### src/rtl/spi_host_pkg.sv
// Shared types and constants for the serial host slave.
// Assumes an 8-bit byte and a 2-bit operation prefix in the first byte.
package spi_host_pkg;

    // Operation prefix in bits [7:6] of the first byte.
    localparam logic [1:0] PFX_READ  = 2'b00;
    localparam logic [1:0] PFX_CMD   = 2'b01;
    localparam logic [1:0] PFX_WRITE = 2'b10;
    localparam logic [1:0] PFX_UNDEF = 2'b11;

    // Command codes carried in bits [5:0] of a command byte.
    localparam logic [5:0] CMD_WAKE     = 6'h00;
    localparam logic [5:0] CMD_STANDBY  = 6'h01;
    localparam logic [5:0] CMD_NAP      = 6'h02;
    localparam logic [5:0] CMD_SRC_XTAL = 6'h04;
    localparam logic [5:0] CMD_SRC_RC   = 6'h08;
    localparam logic [5:0] CMD_OFF      = 6'h10;
    localparam logic [5:0] CMD_PLL_LOW  = 6'h21;
    localparam logic [5:0] CMD_PLL_HIGH = 6'h22;
    localparam logic [5:0] CMD_CORE_RST = 6'h28;

    // Position of the frame decoder within a transaction.
    typedef enum logic [3:0] {
        PH_HDR,
        PH_ADR1,
        PH_ADR2,
        PH_DUMMY,
        PH_RDATA,
        PH_WDATA,
        PH_CTAIL1,
        PH_CTAIL2,
        PH_SKIP
    } phase_t;

    // True for a code that the controller understands; others are reserved.
    function automatic logic cmd_is_listed(input logic [5:0] code);
        unique case (code)
            CMD_WAKE, CMD_STANDBY, CMD_NAP, CMD_SRC_XTAL, CMD_SRC_RC,
            CMD_OFF, CMD_PLL_LOW, CMD_PLL_HIGH, CMD_CORE_RST: return 1'b1;
            default: return 1'b0;
        endcase
    endfunction

endpackage

### src/rtl/spi_pin_sync.sv
// Brings SCLK, MOSI and CS_N into the system clock domain and flags
// serial clock edges. Assumes STAGES >= 2 and a serial clock half period
// of at least STAGES system clocks. Edges are only flagged while selected.
module spi_pin_sync #(
    parameter int STAGES = 2
) (
    input  logic clk,
    input  logic rst_n,
    input  logic sclk_pin,
    input  logic mosi_pin,
    input  logic cs_n_pin,
    output logic sclk_rise,
    output logic sclk_fall,
    output logic mosi_s,
    output logic cs_active
);
    localparam int TOP = STAGES - 1;

    logic [TOP:0] sclk_sr;
    logic [TOP:0] mosi_sr;
    logic [TOP:0] cs_sr;
    logic         sclk_last;

    // Synchronizer chains plus one extra flop on SCLK for edge detection.
    always_ff @(posedge clk) begin
        if (!rst_n) begin
            sclk_sr   <= '0;
            mosi_sr   <= '0;
            cs_sr     <= '1;
            sclk_last <= 1'b0;
        end else begin
            sclk_sr   <= {sclk_sr[TOP-1:0], sclk_pin};
            mosi_sr   <= {mosi_sr[TOP-1:0], mosi_pin};
            cs_sr     <= {cs_sr[TOP-1:0], cs_n_pin};
            sclk_last <= sclk_sr[TOP];
        end
    end

    assign cs_active = ~cs_sr[TOP];
    assign mosi_s    = mosi_sr[TOP];
    assign sclk_rise = cs_active &  sclk_sr[TOP] & ~sclk_last;
    assign sclk_fall = cs_active & ~sclk_sr[TOP] &  sclk_last;

endmodule

### src/rtl/spi_byte_shifter.sv
// Bit-level shifting: assembles MOSI bytes on rising edges and shifts the
// transmit byte out on falling edges. The falling edge that closes a byte
// does not shift, so a byte loaded at a boundary shows its MSB first.
// All state clears while chip select is inactive.
module spi_byte_shifter #(
    parameter int BYTE_W = 8
) (
    input  logic              clk,
    input  logic              rst_n,
    input  logic              cs_active,
    input  logic              sclk_rise,
    input  logic              sclk_fall,
    input  logic              mosi_s,
    input  logic              tx_load,
    input  logic [BYTE_W-1:0] tx_byte,
    output logic              byte_done,
    output logic [BYTE_W-1:0] rx_byte,
    output logic              miso_bit
);
    localparam int CNT_W = $clog2(BYTE_W);
    localparam logic [CNT_W-1:0] LAST_BIT = CNT_W'(BYTE_W - 1);

    logic [CNT_W-1:0]  bit_cnt;
    logic [BYTE_W-1:0] rx_sh;
    logic [BYTE_W-1:0] tx_sh;

    // Receive path: shift in on rising edges and flag a completed byte.
    always_ff @(posedge clk) begin
        if (!rst_n || !cs_active) begin
            bit_cnt   <= '0;
            rx_sh     <= '0;
            byte_done <= 1'b0;
        end else begin
            byte_done <= sclk_rise && (bit_cnt == LAST_BIT);
            if (sclk_rise) begin
                rx_sh   <= {rx_sh[BYTE_W-2:0], mosi_s};
                bit_cnt <= bit_cnt + 1'b1;
            end
        end
    end

    // Transmit path: load at a byte boundary, else shift on falling edges.
    always_ff @(posedge clk) begin
        if (!rst_n || !cs_active) begin
            tx_sh <= '0;
        end else if (tx_load) begin
            tx_sh <= tx_byte;
        end else if (sclk_fall && (bit_cnt != '0)) begin
            tx_sh <= {tx_sh[BYTE_W-2:0], 1'b0};
        end
    end

    assign rx_byte  = rx_sh;
    assign miso_bit = tx_sh[BYTE_W-1];

endmodule

### src/rtl/spi_frame_ctrl.sv
// Byte-level frame decoder. Reads the prefix, gathers the address, runs
// read and write bursts with auto-increment and validates command frames.
// Assumes bus read data arrives one clock after bus_re and that the upper
// address field (ADDR_W-16 bits) fits in the 6 bits after the prefix.
module spi_frame_ctrl
    import spi_host_pkg::*;
#(
    parameter int ADDR_W = 22
) (
    input  logic              clk,
    input  logic              rst_n,
    input  logic              cs_active,
    input  logic              byte_done,
    input  logic [7:0]        rx_byte,
    input  logic              low_power,
    input  logic [7:0]        bus_rdata,
    output logic [ADDR_W-1:0] bus_addr,
    output logic [7:0]        bus_wdata,
    output logic              bus_we,
    output logic              bus_re,
    output logic              tx_load,
    output logic [7:0]        tx_byte,
    output logic              cmd_valid,
    output logic [5:0]        cmd_code
);
    localparam int HI_W = ADDR_W - 16;

    phase_t            phase;
    logic              is_read;
    logic [ADDR_W-1:0] addr;
    logic [7:0]        hold;
    logic              re_q;
    logic [5:0]        code_q;
    logic              tail_bad;
    logic [ADDR_W-1:0] addr_full;

    // Address as it stands once the low byte now arriving is included.
    assign addr_full = {addr[ADDR_W-1:8], rx_byte};

    // Frame sequencing, address counter, bus strobes and command pulses.
    always_ff @(posedge clk) begin
        if (!rst_n) begin
            phase     <= PH_HDR;
            is_read   <= 1'b0;
            addr      <= '0;
            hold      <= '0;
            re_q      <= 1'b0;
            code_q    <= '0;
            tail_bad  <= 1'b0;
            bus_wdata <= '0;
            bus_we    <= 1'b0;
            bus_re    <= 1'b0;
            cmd_valid <= 1'b0;
            cmd_code  <= '0;
        end else begin
            bus_we    <= 1'b0;
            bus_re    <= 1'b0;
            cmd_valid <= 1'b0;
            re_q      <= bus_re;
            if (re_q) begin
                hold <= bus_rdata;
            end
            if (bus_we) begin
                addr <= addr + 1'b1;
            end
            if (!cs_active) begin
                phase    <= PH_HDR;
                tail_bad <= 1'b0;
            end else if (byte_done) begin
                unique case (phase)
                    PH_HDR: begin
                        unique case (rx_byte[7:6])
                            PFX_READ, PFX_WRITE: begin
                                addr[ADDR_W-1:16] <= rx_byte[HI_W-1:0];
                                is_read <= (rx_byte[7:6] == PFX_READ);
                                phase   <= PH_ADR1;
                            end
                            PFX_CMD: begin
                                code_q <= rx_byte[5:0];
                                phase  <= PH_CTAIL1;
                            end
                            PFX_UNDEF: phase <= PH_SKIP;
                        endcase
                    end
                    PH_ADR1: begin
                        addr[15:8] <= rx_byte;
                        phase      <= PH_ADR2;
                    end
                    PH_ADR2: begin
                        addr[7:0] <= rx_byte;
                        if (is_read) begin
                            bus_re <= 1'b1;
                            phase  <= PH_DUMMY;
                            if (low_power && (addr_full == '0)) begin
                                cmd_valid <= 1'b1;
                                cmd_code  <= CMD_WAKE;
                            end
                        end else begin
                            phase <= PH_WDATA;
                        end
                    end
                    PH_DUMMY, PH_RDATA: begin
                        addr   <= addr + 1'b1;
                        bus_re <= 1'b1;
                        phase  <= PH_RDATA;
                    end
                    PH_WDATA: begin
                        bus_we    <= 1'b1;
                        bus_wdata <= rx_byte;
                    end
                    PH_CTAIL1: begin
                        tail_bad <= (rx_byte != 8'h00);
                        phase    <= PH_CTAIL2;
                    end
                    PH_CTAIL2: begin
                        if ((rx_byte == 8'h00) && !tail_bad && cmd_is_listed(code_q)) begin
                            cmd_valid <= 1'b1;
                            cmd_code  <= code_q;
                        end
                        phase <= PH_SKIP;
                    end
                    default: phase <= PH_SKIP;
                endcase
            end
        end
    end

    assign bus_addr = addr;
    assign tx_load  = byte_done && cs_active && ((phase == PH_DUMMY) || (phase == PH_RDATA));
    assign tx_byte  = hold;

endmodule

### src/rtl/spi_host_slave.sv
// Top level of the serial host slave: pin synchronizers, byte shifter and
// frame decoder. Assumes the serial clock half period is at least four
// system clocks. MISO is driven only while chip select is seen active.
module spi_host_slave #(
    parameter int ADDR_W      = 22,
    parameter int SYNC_STAGES = 2
) (
    input  logic              clk,
    input  logic              rst_n,
    input  logic              spi_sclk,
    input  logic              spi_mosi,
    input  logic              spi_cs_n,
    output logic              spi_miso,
    output logic              spi_miso_oe,
    input  logic              low_power,
    output logic [ADDR_W-1:0] bus_addr,
    output logic [7:0]        bus_wdata,
    output logic              bus_we,
    output logic              bus_re,
    input  logic [7:0]        bus_rdata,
    output logic              cmd_valid,
    output logic [5:0]        cmd_code
);
    logic       sclk_rise;
    logic       sclk_fall;
    logic       mosi_s;
    logic       cs_active;
    logic       byte_done;
    logic [7:0] rx_byte;
    logic       miso_bit;
    logic       tx_load;
    logic [7:0] tx_byte;

    spi_pin_sync #(.STAGES(SYNC_STAGES)) u_sync (
        .clk       (clk),
        .rst_n     (rst_n),
        .sclk_pin  (spi_sclk),
        .mosi_pin  (spi_mosi),
        .cs_n_pin  (spi_cs_n),
        .sclk_rise (sclk_rise),
        .sclk_fall (sclk_fall),
        .mosi_s    (mosi_s),
        .cs_active (cs_active)
    );

    spi_byte_shifter #(.BYTE_W(8)) u_shift (
        .clk       (clk),
        .rst_n     (rst_n),
        .cs_active (cs_active),
        .sclk_rise (sclk_rise),
        .sclk_fall (sclk_fall),
        .mosi_s    (mosi_s),
        .tx_load   (tx_load),
        .tx_byte   (tx_byte),
        .byte_done (byte_done),
        .rx_byte   (rx_byte),
        .miso_bit  (miso_bit)
    );

    spi_frame_ctrl #(.ADDR_W(ADDR_W)) u_frame (
        .clk       (clk),
        .rst_n     (rst_n),
        .cs_active (cs_active),
        .byte_done (byte_done),
        .rx_byte   (rx_byte),
        .low_power (low_power),
        .bus_rdata (bus_rdata),
        .bus_addr  (bus_addr),
        .bus_wdata (bus_wdata),
        .bus_we    (bus_we),
        .bus_re    (bus_re),
        .tx_load   (tx_load),
        .tx_byte   (tx_byte),
        .cmd_valid (cmd_valid),
        .cmd_code  (cmd_code)
    );

    assign spi_miso_oe = cs_active;
    assign spi_miso    = cs_active & miso_bit;

endmodule

### config.mk
export PLATFORM = sky130hd
export DESIGN_NAME = spi_host_slave
export DESIGN_NICKNAME = d
export VERILOG_FILES = /design/src/rtl/spi_host_pkg.sv /design/src/rtl/spi_pin_sync.sv /design/src/rtl/spi_byte_shifter.sv /design/src/rtl/spi_frame_ctrl.sv /design/src/rtl/spi_host_slave.sv
export SDC_FILE = /design/constraint.sdc
export NUM_CORES = 1
export LEC_CHECK = 0
export CAP_MARGIN = 10
export CORE_ASPECT_RATIO = 0.6
export CORE_UTILIZATION = 49
export DETAILED_ROUTE_END_ITERATION = 10
export PLACE_DENSITY = 0.75
export SKIP_CTS_REPAIR_TIMING = 1
export SLEW_MARGIN = 30
export SYNTH_ARGS = -nofsm -noshare
export SYNTH_HDL_FRONTEND = slang
export SYNTH_SLANG_ARGS = --single-unit
### constraint.sdc
create_clock -name clk -period 1.9 [get_ports clk]
set_input_delay 0.285 -clock clk [delete_from_list [all_inputs] [get_ports clk]]
set_output_delay 0.285 -clock clk [all_outputs]
set_load 0.02 [all_outputs]
# [Yosys cells after proc, flatten, opt, wreduce, memory -nomap -nowiden]
# Index checks and enable logic that the tools add are counted.
[op_classes] n_eq_ne=22 multipliers=0 div_mod_pow=0 n_addsub=2 n_reduce_logical=31 n_lt_le_gt_ge=0 shift=0 n_mux=28 bitwise_logic=11
[op_table] op="2-to-1 mux 22 bit" n=3
[op_table] op="case mux 8 bit (2 select lines)" n=2
[op_table] op="2-to-1 mux 6 bit" n=4
[op_table] op="case mux 4 bit (6 select lines)" n=1
[op_table] op="case mux 6 bit (2 select lines)" n=2
[op_table] op="adder 22 x 1 -> 22 bit (second input constant)" n=1
[op_table] op="zero test 22 bit" n=1
[op_table] op="equality test 6 bit (second input constant)" n=3
[op_table] op="equality test 4 x 3 -> 1 bit (second input constant)" n=4
[op_table] op="2-to-1 mux 8 bit" n=2
[op_table] op="case mux 4 bit (3 select lines)" n=1
[op_table] op="2-to-1 mux 1 bit" n=10
[op_table] op="OR reduction 9 bit" n=1
[op_table] op="equality test 4 x 2 -> 1 bit (second input constant)" n=2
[op_table] op="zero test 8 bit" n=1
[op_table] op="AND reduction 4 bit" n=2
[op_table] op="nonzero test 8 bit" n=1
[op_table] op="logical AND 1 bit" n=7
[op_table] op="equality test 6 x 1 -> 1 bit (second input constant)" n=1
[op_table] op="equality test 6 x 2 -> 1 bit (second input constant)" n=1
[op_table] op="equality test 6 x 3 -> 1 bit (second input constant)" n=1
[op_table] op="equality test 6 x 4 -> 1 bit (second input constant)" n=1
[op_table] op="equality test 6 x 5 -> 1 bit (second input constant)" n=1
[op_table] op="zero test 6 bit" n=1
[op_table] op="21 further kinds" n=40
[totals] inputBits=14 latch_bits=0 mem_bits_rw=0 output_inout_bits=41 memories=0 reg_bits=87 word_cells=114 mem_bits_ro=0

# [Depth between registers and ports, before layout]
[depth] depth_word=10 mapped_depth=7 ltp_nobuf=6

# [Modules after synthesis]
# A second synthesis with hierarchy kept.
[unflattened] hier_cells=520 area_unflattened_um2=4640.7
[modules_own_cells] module="spi_frame_ctrl" seq_area_each_um2=1201.2 instances=1 cells_per_inst=412 area_per_inst_um2=3555.9
[modules_own_cells] module="spi_byte_shifter" seq_area_each_um2=400.4 instances=1 cells_per_inst=90 area_per_inst_um2=865.8
[modules_own_cells] module="spi_pin_sync" seq_area_each_um2=140.1 instances=1 cells_per_inst=17 area_per_inst_um2=212.7
[modules_own_cells] module="spi_host_slave" seq_area_each_um2=0.0 instances=1 cells_per_inst=1 area_per_inst_um2=6.3

# [Least setup slack after synthesis]
# No wires, ideal clock.
[synth_path] kind="register to register" startpoint="reg u_frame.addr[0], in the netlist u_frame.bus_addr[0]" endpoint="reg u_frame.addr[14], in the netlist u_frame.bus_addr[14]" setup_ns=0.122 synth_period_minus_slack_ns=2.014 path_stages_with_launch=7 slack_ns=-0.114 path_buffers=0 t_required_ns=1.778 arrival_time_ns=1.892 path_cell_list="dfxtp_1 -> ha_1 -> nand2_1 -> nor3_1 -> and4_1 -> o21ai_1 -> a221o_1"
[synth_via] elab_chain_len=5
[synth_lines] element="from (decl)" line="spi_frame_ctrl.sv:30" text="logic [ADDR_W-1:0] addr;"
[synth_lines] element="from (signal assigned)" line="spi_frame_ctrl.sv:64" text="addr <= addr + 1'b1;"
[synth_lines] element="from (signal, indexed assignment)" line="spi_frame_ctrl.sv:74" text="addr[ADDR_W-1:16] <= rx_byte[HI_W-1:0];"
[synth_lines] element="from (signal assigned)" line="spi_frame_ctrl.sv:90" text="addr[7:0] <= rx_byte;"
[synth_lines] element="adder 22 x 1 -> 22 bit *" line="spi_frame_ctrl.sv:64, spi_frame_ctrl.sv:103"
[synth_lines] element="2-to-1 mux 22 bit" line="spi_frame_ctrl.sv:63" text="if (bus_we) begin"
[synth_lines] element="case mux 8 bit (2 select lines)" line="spi_frame_ctrl.sv:70" text="unique case (phase)"
[synth_lines] element="2-to-1 mux 22 bit" line="spi_frame_ctrl.sv:69" text="end else if (byte_done) begin"
[synth_lines] element="2-to-1 mux 22 bit *" line="spi_frame_ctrl.sv:66" text="if (!cs_active) begin"
# Every way passes the cells marked *; elsewhere a longest branch is shown, timed or not.
# A chain may end at the register's enable or synchronous reset.

# [Final worst setup path]
[layout_path] startpoint="reg u_shift.rx_sh[1], in the netlist u_shift.rx_byte[1]" endpoint="reg u_frame.cmd_code[4]"
[layout_via] elab_chain_len=5 word_cells_on_any_way=8 cone_classes="eq/ne (2); reduce/logical (6)"
[layout_lines] element="from (decl)" line="spi_byte_shifter.sv:24" text="logic [BYTE_W-1:0] rx_sh;"
[layout_lines] element="from (signal assigned)" line="spi_byte_shifter.sv:36" text="rx_sh <= {rx_sh[BYTE_W-2:0], mosi_s};"
[layout_lines] element="zero test 8 bit" line="spi_frame_ctrl.sv:116" text="if ((rx_byte == 8'h00) && !tail_bad && cmd_is_listed(code_q)) begin"
[layout_lines] element="logical AND 1 bit (2 in a row)" line="spi_frame_ctrl.sv:116"
[layout_lines] element="!= test 2 x 1 -> 1 bit (no line)"
[layout_lines] element="AND reduction 6 bit (no line) *"
[layout_lines] element="to (signal assigned)" line="spi_frame_ctrl.sv:118" text="cmd_code <= code_q;"
[layout_lines] element="to (decl)" line="spi_frame_ctrl.sv:24" text="output logic [5:0] cmd_code"
# Marked as above.

==> summary.txt <==
Synth
  – Async SR Flop Fraction: 0%
  – Cell count after synthesis: 488
  – Top cells by area, synth: dfxtp_1 (41%), mux2i_1 (8.2%), nor2_1 (5.0%)
  – Warnings from Yosys: 0
  – Syn nets: 506
  – Mapped Avg Cell Area: 8.74 um^2
  – Sequential area share after synthesis: 40.8%
  – Main synth FF type: dfxtp_1
  – EDFF count, synth: 0
  – Yosys cell types: 64
  – Synth Register Bits: 87
  – Dominant cell type by area after synthesis: dfxtp_1
  – Top-area cell type share of the netlist area: 40.8%
  – Synth Cell Area: 0.00427 mm^2

Pwr
  – Leak: 2.34 nW
  – VDD IR max: 0.499 mV
  – PwrDens: 684 mW/mm^2

Clock network
  – CTS tree: yes
  – TritonCTS buffer count: 9
  – Maximum root-to-sink buffer count: 2
  – Clock sinks: 87
  – Worst-Skew Late Latency: 0.35 ns
  – CTS clk-pin slew, worst paths: 0.07 ns
  – H-tree depth: 3
  – Clk root buf: clkbuf_16

Outcome
  – Status: finished, violations left
  – Failing checks: setup timing

GRT
  – Global route overflow: 0
  – Initial antenna violation count: 0
  – Global-route wire length before repair: 19.5 mm
  – Vias in the first global route: 3845
  – Largest net degree at the start of global routing: 22
  – GRT Total Usage: 28.6%

Floorplanning
  – DIE HEIGHT: 74.3 um
  – Site row count: 25
  – # IOs: 55
  – Die Footprint: 0.00909 mm^2
  – Die Width: 122 um
  – Core box area: 0.00816 mm^2
  – Initial Util: 52.2%

Hold path
  – Worst Hold Path Cells: 1
  – Worst hold path class: reg -> reg
  – Sink of the worst hold path: u_sync.sclk_sr[1]
  – Hold Crit Start: u_sync.sclk_sr[0]

Timing
  – Hold violation count in the final report: 0
  – Worst Tran Pin Value: 0.562 ns
  – Slew headroom: 62.4%
  – Fin crit period: 1.96 ns
  – Period utilisation layout: 103%
  – Worst Skew: 0.00787 ns
  – Number of max-slew violations in the final report: 0
  – Final WS setup: -0.0588 ns
  – Final setup fails: 6
  – Unrepaired setup endpoints after global routing: true
  – Fmax: 0.511 GHz

Critical path
  – WP data arrival: 2.18 ns
  – Type of origin of the critical path: flip-flop
  – Setup CP Type: reg -> reg
  – Worst r2r src: u_shift.rx_byte[1]
  – Worst R2R Setup Slack: -0.06 ns
  – Worst r2r dst: u_frame.cmd_code[4]
  – Max FO, Critical Path: 6
  – CP max stage delay: 0.52 ns
  – Worst path slowest cell: or4b_4
  – R2r worst-path depth: 5
  – Worst EP required: 2.12 ns
  – Crit end category: flip-flop
  – Crit-path cells: nor4_4 -> nand2_2 -> or4b_4 -> o31a_1 -> mux2i_1

Cells and area
  – Commonest non-fill, non-tap cell in the layout: dfxtp_1
  – Finished Cell Area: 0.00575 mm^2
  – Layout cell share with drive strength beyond 1: 21.0%
  – Area Growth Syn to Fin: 34.8%
  – Most frequent cells in the layout: dfxtp_1 (79), buf_4 (72), nor2_1 (57)
  – Fin nets: 612
  – Ant. Diodes: 0

Route
  – Post-Route WL: 12.4 mm
  – DRT iter0 DRCs: 432
  – Vias: 4183
  – Post-route ant nets: 0
  – 1st-pass router iterations: 5
  – Via density per instance: 5.92
  – Drt wl/cell: 17.6 um
  – Drt drc: 0

Place
  – # port buffers: 54
  – Pre-CTS setup slack: -0.331 ns
  – Post-DP Area: 0.00535 mm^2
  – RD Place Congestion: 0.948
  – DP Wirelength: 8.97 mm

Run
  – Max cap viols: 0
[cell families after synthesis]
logic type	count (synthesis)	synth area share, %
AO/OA/AOI/OAI	114	18.0
XOR/XNOR	15	3.08
adder cells (fa/ha/maj)	4	1.17
buffers and inverters	43	4.55
flip-flops	87	40.8
multiplexers	35	8.21
AND/OR/NAND/NOR	190	24.1
[per-layer routing]
metal / track usage, % / wire length [um]
met1: 39.7 / 5690
met2: 43.1 / 5460
met3: 7.52 / 1060
met4: 9.76 / 219
met5: 0 / 0
[synthesized netlist by cell type (all sizes together) (3+ instances only)]
cell	n
and3	12
a41oi	3
nor3b	4
nand2	38
a22oi	7
o221a	5
mux2i	35
buf	11
o22ai	6
a21o	4
a211oi	12
nor2b	3
nor2	59
o211ai	5
nand4	5
xnor2	6
clkbuf	21
dfxtp	87
or4	4
nor4	7
and2	8
inv	11
o21ai	22
ha	4
nor3	6
xor2	9
a21oi	29
and4	6
nand3	15
nand2b	12
a31oi	3
[worst max-delay path by stage]
stage,from,endpoint,slack (ns)
2_1_floorplan,u_frame.bus_addr[19],u_frame.cmd_code[0],0.002
6_report,u_shift.rx_byte[1],u_frame.cmd_code[4],-0.06
5_1_grt,u_frame.bus_addr[16],u_frame.cmd_code[4],-0.14
3_5_place_dp,low_power,u_frame.cmd_code[1],-0.33
3_3_place_gp,low_power,u_frame.cmd_code[1],-0.29
4_1_cts,u_frame.bus_addr[16],u_frame.cmd_code[4],-0.1
[final cells by class]
| class | instances | area, um^2 |
|---|---|---|
| tap | 108 | 135 |
| clock buffer | 10 | 239 |
| clock inverter | 6 | 100 |
| inverter | 11 | 41.3 |
| multi-input combinational | 358 | 2370 |
| timing repair buffer | 127 | 1100 |
| fill | 615 | 2410 |
| sequential | 87 | 1760 |
[per-stage QoR]
stage	TNS [ns]	power, W	util, %	instances	hold WS [ns]
after CTS	-0.987	0.00394	69.6	706	0.439
after floorplan	0	0.00192	-	488	0.386
after global placement	-1.75	0.00197	65.5	690	0.415
after global routing	-0.810	0.00404	70.4	707	0.445
after detailed placement	-2.18	0.00198	65.5	690	0.423
final	-0.293	0.00393	70.4	707	0.436
[sequential cells by signal, indices dropped and copies added, names as in the netlist, 2 cells and up]
register	count
u_sync.sclk_sr	2
u_shift.tx_sh	8
u_frame.phase	4
u_frame.cmd_code	6
u_shift.rx_byte	8
u_frame.tx_byte	8
u_shift.bit_cnt	3
u_sync.cs_sr	2
u_sync.mosi_sr	2
u_frame.bus_wdata	8
u_frame.code_q	6
u_frame.bus_addr	22
[critical path, delay by kind of cell (launching register included)]
kind	cells	cell delay [ns]
muxes	1	0.17
AOI/OAI and AO/OA	1	0.38
DFF	1	0.34
and+or+nand+nor	3	0.94
[report_power, final]
| part | total [W] | switching (W) | internal, W | leakage, nW |
|---|---|---|---|---|
| clock network | 0.00200 | 0.000784 | 0.00121 | 0.167 |
| registers | 0.00183 | 0.00000351 | 0.00183 | 0.707 |
| logic | 0.000104 | 0.0000541 | 0.0000502 | 1.47 |
No activity file was read; power rests on OpenSTA's default activity.
